==> config.mk <==
export PLATFORM = sky130hd
export DESIGN_NAME = xcvr_regbank
export DESIGN_NICKNAME = d
export VERILOG_FILES = /design/src/rtl/xrb_pkg.sv /design/src/rtl/xrb_cal_slot.sv /design/src/rtl/xrb_rd_mux.sv /design/src/rtl/xcvr_regbank.sv
export SDC_FILE = /design/constraint.sdc
export NUM_CORES = 1
export LEC_CHECK = 0
export BUFFER_PORTS_ARGS = -buffer_cell sky130_fd_sc_hd__buf_2
export CAP_MARGIN = 20
export CORE_ASPECT_RATIO = 1.4
export CORE_MARGIN = 5
export CORE_UTILIZATION = 46
export CTS_BUF_LIST = sky130_fd_sc_hd__clkbuf_8
export DETAILED_ROUTE_END_ITERATION = 16
export HOLD_SLACK_MARGIN = 0.1
export PLACE_DENSITY = 0.89
export RECOVER_POWER = 25
export SYNTH_ARGS = -nofsm -noshare
export SYNTH_HDL_FRONTEND = slang
export SYNTH_SLANG_ARGS = --single-unit
==> constraint.sdc <==
create_clock -name clk -period 1.19 [get_ports clk]
set_input_delay 0.119 -clock clk [delete_from_list [all_inputs] [get_ports clk]]
set_output_delay 0.119 -clock clk [all_outputs]
set_load 0.02 [all_outputs]
==> src/rtl/xrb_pkg.sv <==
package xrb_pkg;

    localparam int unsigned DW = 8;

    localparam int unsigned ADR_PWR  = 'h00;
    localparam int unsigned ADR_CTRL = 'h01;
    localparam int unsigned ADR_CFG0 = 'h02;
    localparam int unsigned ADR_CFG1 = 'h03;
    localparam int unsigned ADR_STAT = 'h1A;

    localparam int unsigned CTRL_SLEEP = 0;
    localparam int unsigned CTRL_FCAL  = 2;
    localparam int unsigned CTRL_PCAL  = 3;
    localparam int unsigned CFG0_DRX   = 4;
    localparam int unsigned CFG0_TX    = 6;
    localparam int unsigned CFG1_ACAL  = 6;

    localparam logic [DW-1:0] PWR_MASK  = 8'hFE;
    localparam logic [DW-1:0] CTRL_MASK = 8'hE3;
    localparam logic [DW-1:0] CFG0_MASK = 8'hFF;
    localparam logic [DW-1:0] CFG1_MASK = 8'h7F;

    localparam int unsigned NUM_CAL  = 2;
    localparam int unsigned CAL_FSK  = 0;
    localparam int unsigned CAL_POLL = 1;

    typedef struct packed {
        logic busy;
        logic flag;
        logic start;
    } cal_state_t;

    typedef struct packed {
        logic [DW-1:0] pwr;
        logic [DW-1:0] ctrl;
        logic [DW-1:0] cfg0;
        logic [DW-1:0] cfg1;
        logic          slp_prev;
    } bank_t;

endpackage

==> src/rtl/xrb_cal_slot.sv <==
module xrb_cal_slot
    import xrb_pkg::*;
(
    input  logic clk,
    input  logic rst_n,
    input  logic req_i,
    input  logic done_i,
    output logic busy_o,
    output logic flag_o,
    output logic start_o
);

    cal_state_t cal_d, cal_q;

    always_comb begin
        cal_d       = cal_q;
        cal_d.start = 1'b0;
        if (req_i && !cal_q.busy) begin
            cal_d.busy  = 1'b1;
            cal_d.flag  = 1'b0;
            cal_d.start = 1'b1;
        end else if (cal_q.busy && done_i) begin
            cal_d.busy = 1'b0;
            cal_d.flag = 1'b1;
        end
    end

    always_ff @(posedge clk or negedge rst_n) begin
        if (!rst_n) cal_q <= '0;
        else        cal_q <= cal_d;
    end

    assign busy_o  = cal_q.busy;
    assign flag_o  = cal_q.flag;
    assign start_o = cal_q.start;


    start_busy_chk: assert property (@(posedge clk) disable iff (!rst_n)
        start_o |-> (busy_o && !flag_o));


    done_clear_chk: assert property (@(posedge clk) disable iff (!rst_n)
        (busy_o && done_i) |=> (!busy_o && flag_o && !start_o));


    no_restart_chk: assert property (@(posedge clk) disable iff (!rst_n)
        (busy_o && req_i) |=> !start_o);


    idle_done_chk: assert property (@(posedge clk) disable iff (!rst_n)
        (!busy_o && !req_i && done_i) |=> ($stable(flag_o) && !busy_o));

endmodule

==> src/rtl/xrb_rd_mux.sv <==
module xrb_rd_mux
    import xrb_pkg::*;
#(
    parameter int unsigned ADDR_W = 8
) (
    input  logic [ADDR_W-1:0] addr_i,
    input  logic [DW-1:0]     pwr_i,
    input  logic [DW-1:0]     ctrl_i,
    input  logic [DW-1:0]     cfg0_i,
    input  logic [DW-1:0]     cfg1_i,
    input  logic [DW-1:0]     stat_i,
    output logic [DW-1:0]     rdata_o
);

    localparam logic [ADDR_W-1:0] A_PWR  = ADDR_W'(ADR_PWR);
    localparam logic [ADDR_W-1:0] A_CTRL = ADDR_W'(ADR_CTRL);
    localparam logic [ADDR_W-1:0] A_CFG0 = ADDR_W'(ADR_CFG0);
    localparam logic [ADDR_W-1:0] A_CFG1 = ADDR_W'(ADR_CFG1);
    localparam logic [ADDR_W-1:0] A_STAT = ADDR_W'(ADR_STAT);

    always_comb begin
        rdata_o = '0;
        if      (addr_i == A_PWR)  rdata_o = pwr_i;
        else if (addr_i == A_CTRL) rdata_o = ctrl_i;
        else if (addr_i == A_CFG0) rdata_o = cfg0_i;
        else if (addr_i == A_CFG1) rdata_o = cfg1_i;
        else if (addr_i == A_STAT) rdata_o = stat_i;
    end

endmodule

==> src/rtl/xcvr_regbank.sv <==
module xcvr_regbank
    import xrb_pkg::*;
#(
    parameter int unsigned ADDR_W = 8
) (
    input  logic              clk,
    input  logic              rst_n,
    input  logic              wr_en,
    input  logic [ADDR_W-1:0] addr,
    input  logic [7:0]        wdata,
    output logic [7:0]        rdata,
    input  logic              enable_pin,
    input  logic              tr_pin,
    input  logic              pll_lock_i,
    input  logic              gain_hi_i,
    input  logic              clk_alive_i,
    input  logic              fcal_done_i,
    input  logic              pcal_done_i,
    output logic              fcal_start_o,
    output logic              pcal_start_o,
    output logic              sleep_o,
    output logic              tx_o,
    output logic [7:0]        pwr_o,
    output logic [7:0]        ctrl_o,
    output logic [7:0]        cfg0_o,
    output logic [7:0]        cfg1_o
);

    localparam logic [ADDR_W-1:0] A_PWR  = ADDR_W'(ADR_PWR);
    localparam logic [ADDR_W-1:0] A_CTRL = ADDR_W'(ADR_CTRL);
    localparam logic [ADDR_W-1:0] A_CFG0 = ADDR_W'(ADR_CFG0);
    localparam logic [ADDR_W-1:0] A_CFG1 = ADDR_W'(ADR_CFG1);
    localparam logic [ADDR_W-1:0] A_STAT = ADDR_W'(ADR_STAT);

    bank_t st_d, st_q;

    logic [NUM_CAL-1:0] cal_req;
    logic [NUM_CAL-1:0] cal_done;
    logic [NUM_CAL-1:0] cal_busy;
    logic [NUM_CAL-1:0] cal_flag;
    logic [NUM_CAL-1:0] cal_start;
    logic               sleep_now;
    logic               auto_req;
    logic               ctrl_wr;
    logic [DW-1:0]      ctrl_view;
    logic [DW-1:0]      stat_view;

    assign ctrl_wr   = wr_en && (addr == A_CTRL);
    assign sleep_now = st_q.ctrl[CTRL_SLEEP] | ~enable_pin;
    assign auto_req  = st_q.cfg1[CFG1_ACAL] & st_q.cfg0[CFG0_DRX]
                     & st_q.slp_prev & ~sleep_now;

    always_comb begin
        st_d          = st_q;
        st_d.slp_prev = sleep_now;
        if (wr_en) begin
            if      (addr == A_PWR)  st_d.pwr  = wdata & PWR_MASK;
            else if (addr == A_CTRL) st_d.ctrl = wdata & CTRL_MASK;
            else if (addr == A_CFG0) st_d.cfg0 = wdata & CFG0_MASK;
            else if (addr == A_CFG1) st_d.cfg1 = wdata & CFG1_MASK;
        end
        cal_req[CAL_FSK]  = (ctrl_wr && wdata[CTRL_FCAL]) || auto_req;
        cal_req[CAL_POLL] = ctrl_wr && wdata[CTRL_PCAL];
    end

    always_ff @(posedge clk or negedge rst_n) begin
        if (!rst_n) st_q <= '0;
        else        st_q <= st_d;
    end

    assign cal_done[CAL_FSK]  = fcal_done_i;
    assign cal_done[CAL_POLL] = pcal_done_i;

    for (genvar gi = 0; gi < NUM_CAL; gi++) begin : g_cal
        xrb_cal_slot u_slot (
            .clk     (clk),
            .rst_n   (rst_n),
            .req_i   (cal_req[gi]),
            .done_i  (cal_done[gi]),
            .busy_o  (cal_busy[gi]),
            .flag_o  (cal_flag[gi]),
            .start_o (cal_start[gi])
        );
    end

    always_comb begin
        ctrl_view            = st_q.ctrl;
        ctrl_view[CTRL_FCAL] = cal_busy[CAL_FSK];
        ctrl_view[CTRL_PCAL] = cal_busy[CAL_POLL];
        stat_view            = {pll_lock_i, gain_hi_i, clk_alive_i, 3'b000,
                                cal_flag[CAL_POLL], cal_flag[CAL_FSK]};
    end

    xrb_rd_mux #(.ADDR_W(ADDR_W)) u_rd (
        .addr_i  (addr),
        .pwr_i   (st_q.pwr),
        .ctrl_i  (ctrl_view),
        .cfg0_i  (st_q.cfg0),
        .cfg1_i  (st_q.cfg1),
        .stat_i  (stat_view),
        .rdata_o (rdata)
    );

    assign fcal_start_o = cal_start[CAL_FSK];
    assign pcal_start_o = cal_start[CAL_POLL];
    assign sleep_o      = sleep_now;
    assign tx_o         = st_q.cfg0[CFG0_TX] | tr_pin;
    assign pwr_o        = st_q.pwr;
    assign ctrl_o       = ctrl_view;
    assign cfg0_o       = st_q.cfg0;
    assign cfg1_o       = st_q.cfg1;


    sleep_pin_chk: assert property (@(posedge clk) disable iff (!rst_n)
        !enable_pin |-> sleep_o);


    tx_pin_chk: assert property (@(posedge clk) disable iff (!rst_n)
        tr_pin |-> tx_o);


    stat_wr_chk: assert property (@(posedge clk) disable iff (!rst_n)
        (wr_en && addr == A_STAT) |=>
        ($stable(pwr_o) && $stable(cfg0_o) && $stable(cfg1_o)));


    auto_cal_chk: assert property (@(posedge clk) disable iff (!rst_n)
        (cfg1_o[CFG1_ACAL] && cfg0_o[CFG0_DRX] && $fell(sleep_o) && !ctrl_o[CTRL_FCAL])
        |=> fcal_start_o);


    rsvd_zero_chk: assert property (@(posedge clk) disable iff (!rst_n)
        !pwr_o[0] && !ctrl_o[4] && !cfg1_o[7]);

endmodule

==> flow_metrics.tcl, run 1 <==
set metrics [dict create \
    regToRegSetupSlack_ns -0.10 \
    drt-total-wl_mm 6.438 \
    cap_violations 0 \
    min_to "pwr_o[3]$_DFFE_PN0P_" \
    synth_cells 168 \
    slew_violations 0 \
    portBuffers 66 \
    hold_path_class "in2reg" \
    ys_warn_count 0 \
    peakVddDrop_mv 0.6442 \
    grt_pass1_vias 1835 \
    seq_area_frac_synth_pct 43.40 \
    initial_core_util_pct 47.03 \
    placed_area_mm2 0.002352 \
    place_congestion 0.8789 \
    globalRouteOverflowTotal 0 \
    rsz0062_at_grt "true" \
    skew_ns 0.005751 \
    hold_path.startpoint "wdata[3]" \
    path_class "reg2out" \
    max_freq_mhz 636.5 \
    antenna_left 0 \
    fin_nets 289 \
    critPathLaunchType "flip-flop" \
    fin_area_mm2 0.002990 \
    dr.pass1.iters 5 \
    cts_root_buffer "clkbuf_8" \
    r2r-start "cfg0_o[4]$_DFFE_PN0P_" \
    violations "setup timing" \
    post-route-period-util_pct 132.0 \
    ys_types 35 \
    htreeDepth 2 \
    holdWs_ns 0.1277 \
    row_count 28 \
    insertion_delay_ns 0.29 \
    die_w_um 65.18 \
    die_h_um 87.25 \
    diodes 0 \
    min_path_cells 2 \
    grt_start_max_net_pins 35 \
    fin_crit_ns 1.571 \
    tritoncts "yes" \
    reg2regPathDepth 7 \
    place_inst 276 \
    viasPerCell 5.634 \
    synthesis.area_mm2 0.001961 \
    areaGrowthSynthToFinish_pct 52.52 \
    antenna_found_initial 0 \
    cts.sinks 34 \
    clockBufferDepth 2 \
    p_per_area_mw_per_mm2 919.3 \
    syn_avg_cell_area_um2 11.67 \
    finalSetupViolCount 43 \
    drcViolationCount 0 \
    post_drt_wl_per_cell_um 20.83 \
    io_pins 70 \
    critPathRequiredTime_ns 1.07 \
    instances_no_fill 309 \
    layout_setup_ws_ns -0.3810 \
    final.setup.tns_ns -6.431 \
    fp.coreArea_mm2 0.004169 \
    status "finished, violations left" \
    grt_pass1_wl_mm 9.252 \
    rr_endpoint "g_cal[0].u_slot.busy_o$_DFFE_PN0P_" \
    dieArea_mm2 0.005686 \
    crit_arrival_ns 1.45 \
    via_count 1741 \
    end_kind "primary output" \
    clkTransAtPathRegs_ns 0.07 \
    hold_viol_final 0 \
    p_leak_uw 0.001545 \
    hpwlAfterDp_mm 3.663 \
    cts_made_buffers 5 \
    synth_seq_cells 34 \
    drive_above_1_share_pct 70.45 \
    nFillCells 252 \
    drt_iter0_drc 174 \
    track_usage_pct 21.57 \
    worst-path-max-fanout 2 \
]
## power by group
part	internal (uW)	switching, uW	total [uW]
registers	1210	45.0	1260
clock network	458	410	867
logic	295	330	625
## kinds of logic (layout without fill, tap and decap cells)
kind of cell | count (synthesis) | in the layout | share of synthesized area, %
buf+inv | 37 | 131 | 13.53
simple gates | 37 | 37 | 13.66
compound gates | 23 | 23 | 7.722
flops | 34 | 34 | 43.40
mux | 36 | 36 | 21.51
other cells | 1 | 3 | 0.1913
## area by class of cell
type | instances | area (um^2) | area share (%)
Sequential cell | 34 | 850.8 | 28.45
Multi-Input combinational cell | 99 | 1095 | 36.61
Inverter | 1 | 3.754 | 0.1255
Timing Repair Buffer | 122 | 893.4 | 29.87
Clock buffer | 6 | 82.58 | 2.762
Clock inverter | 2 | 8.758 | 0.2929
Tap cell | 45 | 56.30 | 1.883
## cells in the final DEF (no fill, tap or decap), types with 3 or more instances in the layout
master and count:
nor2_1 5, dlygate4sd3_1 7, o32ai_2 3, mux2_2 14, buf_2 52, a21oi_1 6, mux2i_1 5, nand2_1 3
buf_6 21, conb_1 3, clkbuf_8 6, buf_4 38, dfrtp_1 34, mux2_4 15, a21oi_2 3
## cells in the mapped netlist (all sizes together)
master | number | area (um^2)
inv | 1 | 3.750
nor2b | 2 | 12.51
o311ai | 1 | 8.760
nor4 | 2 | 27.53
conb | 1 | 3.750
o21ai | 3 | 15.01
or2 | 3 | 18.77
nor3 | 2 | 26.28
o32ai | 3 | 26.28
o31ai | 1 | 7.510
nor4b | 1 | 8.760
and3 | 3 | 18.77
dfrtp | 34 | 850.8
nand2 | 5 | 18.77
nand2b | 1 | 6.260
buf | 36 | 261.5
nand3b | 1 | 7.510
or4 | 1 | 11.26
a21oi | 9 | 45.04
mux2i | 5 | 50.05
mux2 | 29 | 326.6
nand3 | 5 | 25.02
mux4 | 2 | 45.04
a22oi | 4 | 30.03
a21bo | 1 | 10.01
nor2 | 8 | 37.54
a32oi | 1 | 8.760
nand4 | 3 | 48.80
## sequential cells by signal (all words and copies together) (netlist names)
| signal | cells |
|---|---|
| st_q | 1 |
| g_cal.u_slot.start_o | 2 |
| g_cal.u_slot.busy_o | 2 |
| cfg0_o | 8 |
| pwr_o | 7 |
| g_cal.u_slot.flag_o | 2 |
| cfg1_o | 7 |
| ctrl_o | 5 |
## metal layers
metal  wire, um  GRT usage [%]  share of wire, %  up-vias
met2       3512          38.34                55       93
met3        415          4.780               6.4       26
met5          0              0                 0        -
li1           -              -                 -      764
met4        262          9.434               4.1        0
met1       2248          24.42                35      858
## worst max path at each step
stage	startpoint	endpoint	slack, ns	cells past startpoint
6_report	cfg1_o[3]$_DFFE_PN0P_	rdata[3]	-0.38	3
3_3_place_gp	addr[2]	cfg0_o[2]$_DFFE_PN0P_	-0.42	5
4_1_cts	cfg1_o[2]$_DFFE_PN0P_	rdata[2]	-0.37	3
3_5_place_dp	addr[2]	cfg0_o[1]$_DFFE_PN0P_	-0.46	5
5_1_grt	cfg1_o[3]$_DFFE_PN0P_	rdata[3]	-0.41	3
2_1_floorplan	addr[2]	ctrl_o[0]$_DFFE_PN0P_	-0.25	4
## repair_timing
| item | CTS | global route |
|---|---|---|
| buffers inserted | 13 | 6 |
| setup endpoints to repair | 37 | 43 |
| hold endpoints to repair | 44 | 0 |
| pin swaps | 20 | 10 |
| hold buffers | 7 | 0 |
| gates resized for setup | 60 | 27 |
## worst max-delay path, stage by stage, from the launching register on
cell     delay [ns]
dfrtp_1        0.39
mux4_2         0.48
and3_4         0.17
buf_6          0.12
## per-stage QoR
stage | total power, uW | utilization (%) | setup WS, ns
after floorplan | 1567 | - | -0.2496
after global placement | 1715 | 56.42 | -0.4195
after detailed placement | 1728 | 56.42 | -0.4561
after CTS | 2682 | 68.28 | -0.3699
after global routing | 2872 | 71.73 | -0.4050
final | 2749 | 71.73 | -0.3810
Power figures use the tool's default switching activity.
==> inputs of run 2 (changes only) <==
--- a/config.mk
+++ b/config.mk
@@ -14,7 +14,7 @@
 export DETAILED_ROUTE_END_ITERATION = 16
 export HOLD_SLACK_MARGIN = 0.1
 export PLACE_DENSITY = 0.89
-export RECOVER_POWER = 25
+export RECOVER_POWER = 100
 export SYNTH_ARGS = -nofsm -noshare
 export SYNTH_HDL_FRONTEND = slang
 export SYNTH_SLANG_ARGS = --single-unit
==> flow_metrics.tcl, run 2 (synthesis results as in run 1) <==
set metrics [dict create \
    htreeDepth 2 \
    final_common_cell "buf_4" \
    cp_num_buf_inv 1 \
    tritoncts "yes" \
    diodes 0 \
    portBuffers 66 \
    cts.sinks 34 \
    finalSetupViolCount 43 \
    globalRouteOverflowTotal 0 \
    r2r-start "ctrl_o[0]$_DFFE_PN0P_" \
    critPathLaunchType "flip-flop" \
    layout_common_cells "38 x buf_4, 34 x dfrtp_1, 25 x buf_2" \
    hold_path.startpoint "wdata[1]" \
    peakVddDrop_mv 0.6443 \
    critPathRequiredTime_ns 1.07 \
    die_h_um 87.25 \
    via_count 1738 \
    row_count 28 \
    cap_violations 0 \
    largest_register_ff_count 8 \
    antenna_left 0 \
    slew_violations 0 \
    grt_pass1_wl_mm 9.252 \
    rsz0062_at_grt "true" \
    drive_above_1_share_pct 64.39 \
    crit_arrival_ns 1.45 \
    drcViolationCount 0 \
    die_w_um 65.18 \
    drt-total-wl_mm 6.400 \
    initial_core_util_pct 47.03 \
    fin_nets 289 \
    worst_path_max_delay_cell "mux4_2" \
    post_drt_wl_per_cell_um 20.71 \
    grt_start_max_net_pins 35 \
    min_path_cells 2 \
    areaGrowthSynthToFinish_pct 50.99 \
    hpwlAfterDp_mm 3.663 \
    path_cells "mux4_2 -> and3_4 -> buf_6" \
    viasPerCell 5.625 \
    drt_iter0_drc 153 \
    track_usage_pct 21.57 \
    skew_ns 0.005852 \
    clockBufferDepth 2 \
    nFillCells 263 \
    place_congestion 0.8789 \
    cp_top_family "multiplexers" \
    final.setup.tns_ns -6.445 \
    p_per_area_mw_per_mm2 926.1 \
    end_kind "primary output" \
    hold_viol_final 0 \
    clkTransAtPathRegs_ns 0.07 \
    cp-startpoint "cfg1_o[3]$_DFFE_PN0P_" \
    cts_root_buffer "clkbuf_8" \
    insertion_delay_ns 0.29 \
    antenna_found_initial 0 \
    path_depth 3 \
    status "finished, violations left" \
    final_core_util_pct 71.01 \
    p_leak_uw 0.001465 \
    max_freq_mhz 636.4 \
    grt_pass1_vias 1835 \
    violations "setup timing" \
    io_pins 70 \
    fp.coreArea_mm2 0.004169 \
    fin_crit_ns 1.571 \
    layout_setup_ws_ns -0.3813 \
    hold_path_class "in2reg" \
    cpPeakStageDelay_ns 0.48 \
    worst-path-max-fanout 2 \
    reg2regPathDepth 5 \
    dieArea_mm2 0.005686 \
    holdWs_ns 0.1259 \
    cts_made_buffers 5 \
    dr.pass1.iters 5 \
    post-route-period-util_pct 132.0 \
    path_class "reg2out" \
]
[run 2: layer usage]
| layer | part of all wire [%] | track usage, % | wire length (um) | vias up |
|---|---|---|---|---|
| met5 | 0 | 0 | 0 | - |
| met4 | 4.3 | 9.434 | 274 | 0 |
| met3 | 6.2 | 4.780 | 394 | 26 |
| met2 | 54 | 38.34 | 3473 | 89 |
| met1 | 35 | 24.42 | 2257 | 859 |
| li1 | - | - | - | 764 |
[run 2: path summary, 6_finish.rpt]
check / endpoint / slack [ns]
worst max-delay path: rdata[3] / -0.38
worst min register to register: g_cal[0].u_slot.flag_o$_DFFE_PN0P_ / 0.55
min in group asynchronous: ctrl_o[1]$_DFFE_PN0P_ / 0.43
worst min-delay path: pwr_o[1]$_DFFE_PN0P_ / 0.13
worst max register to register: g_cal[0].u_slot.busy_o$_DFFE_PN0P_ / -0.10
max in group asynchronous: st_q[0]$_DFF_PN0_ / 0.43
[run 2: through the flow]
stage,setup slack [ns],area [um^2],instances,total power [uW]
2_1_floorplan,-0.2496,1996,170,1567
3_3_place_gp,-0.4195,2352,276,1715
3_5_place_dp,-0.4561,2352,276,1728
4_1_cts,-0.3699,2846,304,2682
5_1_grt,-0.4050,2960,309,2862
6_report,-0.3813,2960,309,2742
[run 2: where the power goes]
| group | switching, uW | internal [uW] | total (uW) |
|---|---|---|---|
| Combinational | 331 | 285 | 616 |
| Sequential | 45.0 | 1210 | 1260 |
| Clock | 411 | 458 | 869 |
[run 2: final cells by class]
| cell class | count | area, um^2 | area share [%] |
|---|---|---|---|
| multi-input cells | 99 | 1095 | 36.98 |
| repair buffers | 122 | 863.3 | 29.16 |
| flip-flops and latches | 34 | 850.8 | 28.74 |
| clock buffers | 6 | 82.58 | 2.790 |
| well taps | 45 | 56.30 | 1.902 |
| clock inverters | 2 | 8.758 | 0.2959 |
| inverters | 1 | 3.754 | 0.1268 |
[run 2: timing repair]
item	4_1_cts	5_1_grt
pin swaps	20	10
resized for setup	60	27
hold endpoints to repair	44	0
hold buffers	7	0
buffers inserted	13	6
setup endpoints to repair	37	43
[run 2: worst register-to-register path, cell delays in order, from the launching register on]
cell      delay, ns
dfrtp_1        0.39
clkbuf_1       0.13
nand2b_4       0.16
or2_4          0.26
nor2b_4        0.13
a22oi_2        0.13
==> inputs of run 3 (changes only) <==
--- a/config.mk
+++ b/config.mk
@@ -13,7 +13,7 @@
 export CTS_BUF_LIST = sky130_fd_sc_hd__clkbuf_8
 export DETAILED_ROUTE_END_ITERATION = 16
 export HOLD_SLACK_MARGIN = 0.1
-export PLACE_DENSITY = 0.89
+export PLACE_DENSITY_LB_ADDON = 0.05
 export RECOVER_POWER = 100
 export SYNTH_ARGS = -nofsm -noshare
 export SYNTH_HDL_FRONTEND = slang
==> flow_metrics.tcl, run 3 (synthesis results as in run 1) <==
set metrics [dict create \
    grt_start_max_net_pins 20 \
    path_cells "mux4_2 -> and3_4 -> buf_6" \
    status "finished, violations left" \
    max_freq_mhz 642.1 \
    cap_violations 0 \
    row_count 28 \
    drt_iter0_drc 34 \
    diodes 0 \
    hold_viol_final 0 \
    skew_ns 0.002498 \
    violations "setup timing" \
    critPathRequiredTime_ns 1.07 \
    post-route-period-util_pct 130.9 \
    die_h_um 87.25 \
    reg2regPathDepth 5 \
    dieArea_mm2 0.005686 \
    cts.sinks 34 \
    antenna_found_initial 0 \
    initial_core_util_pct 47.03 \
    hpwlAfterDp_mm 3.901 \
    path_class "reg2out" \
    peakVddDrop_mv 0.7035 \
    slew_violations 0 \
    layout_common_cells "38 x buf_4, 34 x dfrtp_1, 23 x buf_2" \
    rsz0062_at_grt "true" \
    drive_above_1_share_pct 62.26 \
    drt-total-wl_mm 5.505 \
    die_w_um 65.18 \
    fin_nets 283 \
    clkTransAtPathRegs_ns 0.06 \
    viasPerCell 5.381 \
    grt_pass1_vias 1757 \
    worst-path-max-fanout 2 \
    p_leak_uw 0.001412 \
    final_common_cell "buf_4" \
    fin_crit_ns 1.557 \
    place_congestion 0.8248 \
    fp.coreArea_mm2 0.004169 \
    hold_path_class "in2reg" \
    post_drt_wl_per_cell_um 18.23 \
    portBuffers 66 \
    globalRouteOverflowTotal 0 \
    cts_made_buffers 5 \
    cts_root_buffer "clkbuf_8" \
    layout_setup_ws_ns -0.3674 \
    instances_no_fill 302 \
    via_count 1625 \
    critPathLaunchType "flip-flop" \
    cpPeakStageDelay_ns 0.48 \
    tritoncts "yes" \
    place_inst 277 \
    io_pins 70 \
    htreeDepth 2 \
    largest_register_ff_count 8 \
    antenna_left 0 \
    worst_path_max_delay_cell "mux4_2" \
    finalSetupViolCount 39 \
    crit_arrival_ns 1.44 \
    drcViolationCount 0 \
    dr.pass1.iters 6 \
    end_kind "primary output" \
    track_usage_pct 20.75 \
    final.setup.tns_ns -5.401 \
    grt_pass1_wl_mm 8.914 \
    clockBufferDepth 2 \
    areaGrowthSynthToFinish_pct 46.01 \
    min_path_cells 2 \
    p_per_area_mw_per_mm2 908.2 \
    insertion_delay_ns 0.28 \
]
[run 3: changes by cell type in the layout (fill, tap and decap cells not counted), sizes merged]
| cell | delta |
|---|---|
| dlygate4sd3 | -1 |
| buf | -6 |
| clkinv | -1 |
| inv | +1 |
[run 3: path summary, 6_finish.rpt]
check                                            from                                 end  slack (ns)
min in group asynchronous                       rst_n                pwr_o[3]$_DFFE_PN0P_        0.30
worst max register to register  ctrl_o[0]$_DFFE_PN0P_  g_cal[0].u_slot.busy_o$_DFFE_PN0P_       -0.04
max in group asynchronous                       rst_n               cfg0_o[0]$_DFFE_PN0P_        0.22
worst max-delay path            cfg0_o[3]$_DFFE_PN0P_                            rdata[3]       -0.37
worst min-delay path                         wdata[7]               cfg0_o[7]$_DFFE_PN0P_        0.10
worst min register to register   pwr_o[3]$_DFFE_PN0P_                pwr_o[3]$_DFFE_PN0P_        0.52
[run 3: repair_timing]
item | 4_1_cts | 5_1_grt
setup endpoints to repair | 39 | 43
endpoints found under the hold margin | 23 | 0
hold buffers | 6 | 0
pin swaps | 17 | 6
resized for setup | 54 | 22
setup buffers | 10 | 2
[run 3: per-layer routing]
layer,vias up,share of wire [%],global-route usage [%]
li1,754,-,-
met1,808,40,24.32
met2,51,54,36.41
met3,12,4.9,4.651
met4,0,1.9,8.113
met5,-,0,0
[run 3: power by group]
group	internal (uW)	switching, uW
Clock	385	390
Sequential	1210	42.1
Combinational	266	304
Total	1860	736
[run 3: worst max-delay path: cells and delay by family, from the launching register on]
kind,cells,cell delay (ns)
muxes,1,0.48
DFF,1,0.39
and+or+nand+nor,1,0.17
buffers and inverters,1,0.12
[run 3: final cells by class]
class                   instances  area [um^2]
multi-input cells              99         1070
inverters                       1        3.754
fillers                       330         1306
repair buffers                116        805.8
flip-flops and latches         34        850.8
clock buffers                   5        68.82
clock inverters                 2        7.507
well taps                      45        56.30
[run 3: per-stage QoR]
step | setup slack [ns] | utilization, % | hold WS, ns | area [um^2] | total power [uW]
final | -0.3674 | 68.67 | 0.1027 | 2863 | 2600
after global routing | -0.4071 | 68.67 | 0.1103 | 2863 | 2728
after CTS | -0.3733 | 67.20 | 0.1035 | 2801 | 2597
after detailed placement | -0.4811 | 56.90 | 0.07814 | 2372 | 1739
after global placement | -0.4326 | 56.90 | 0.06459 | 2372 | 1726
after floorplan | -0.2496 | - | -0.1766 | 1996 | 1567
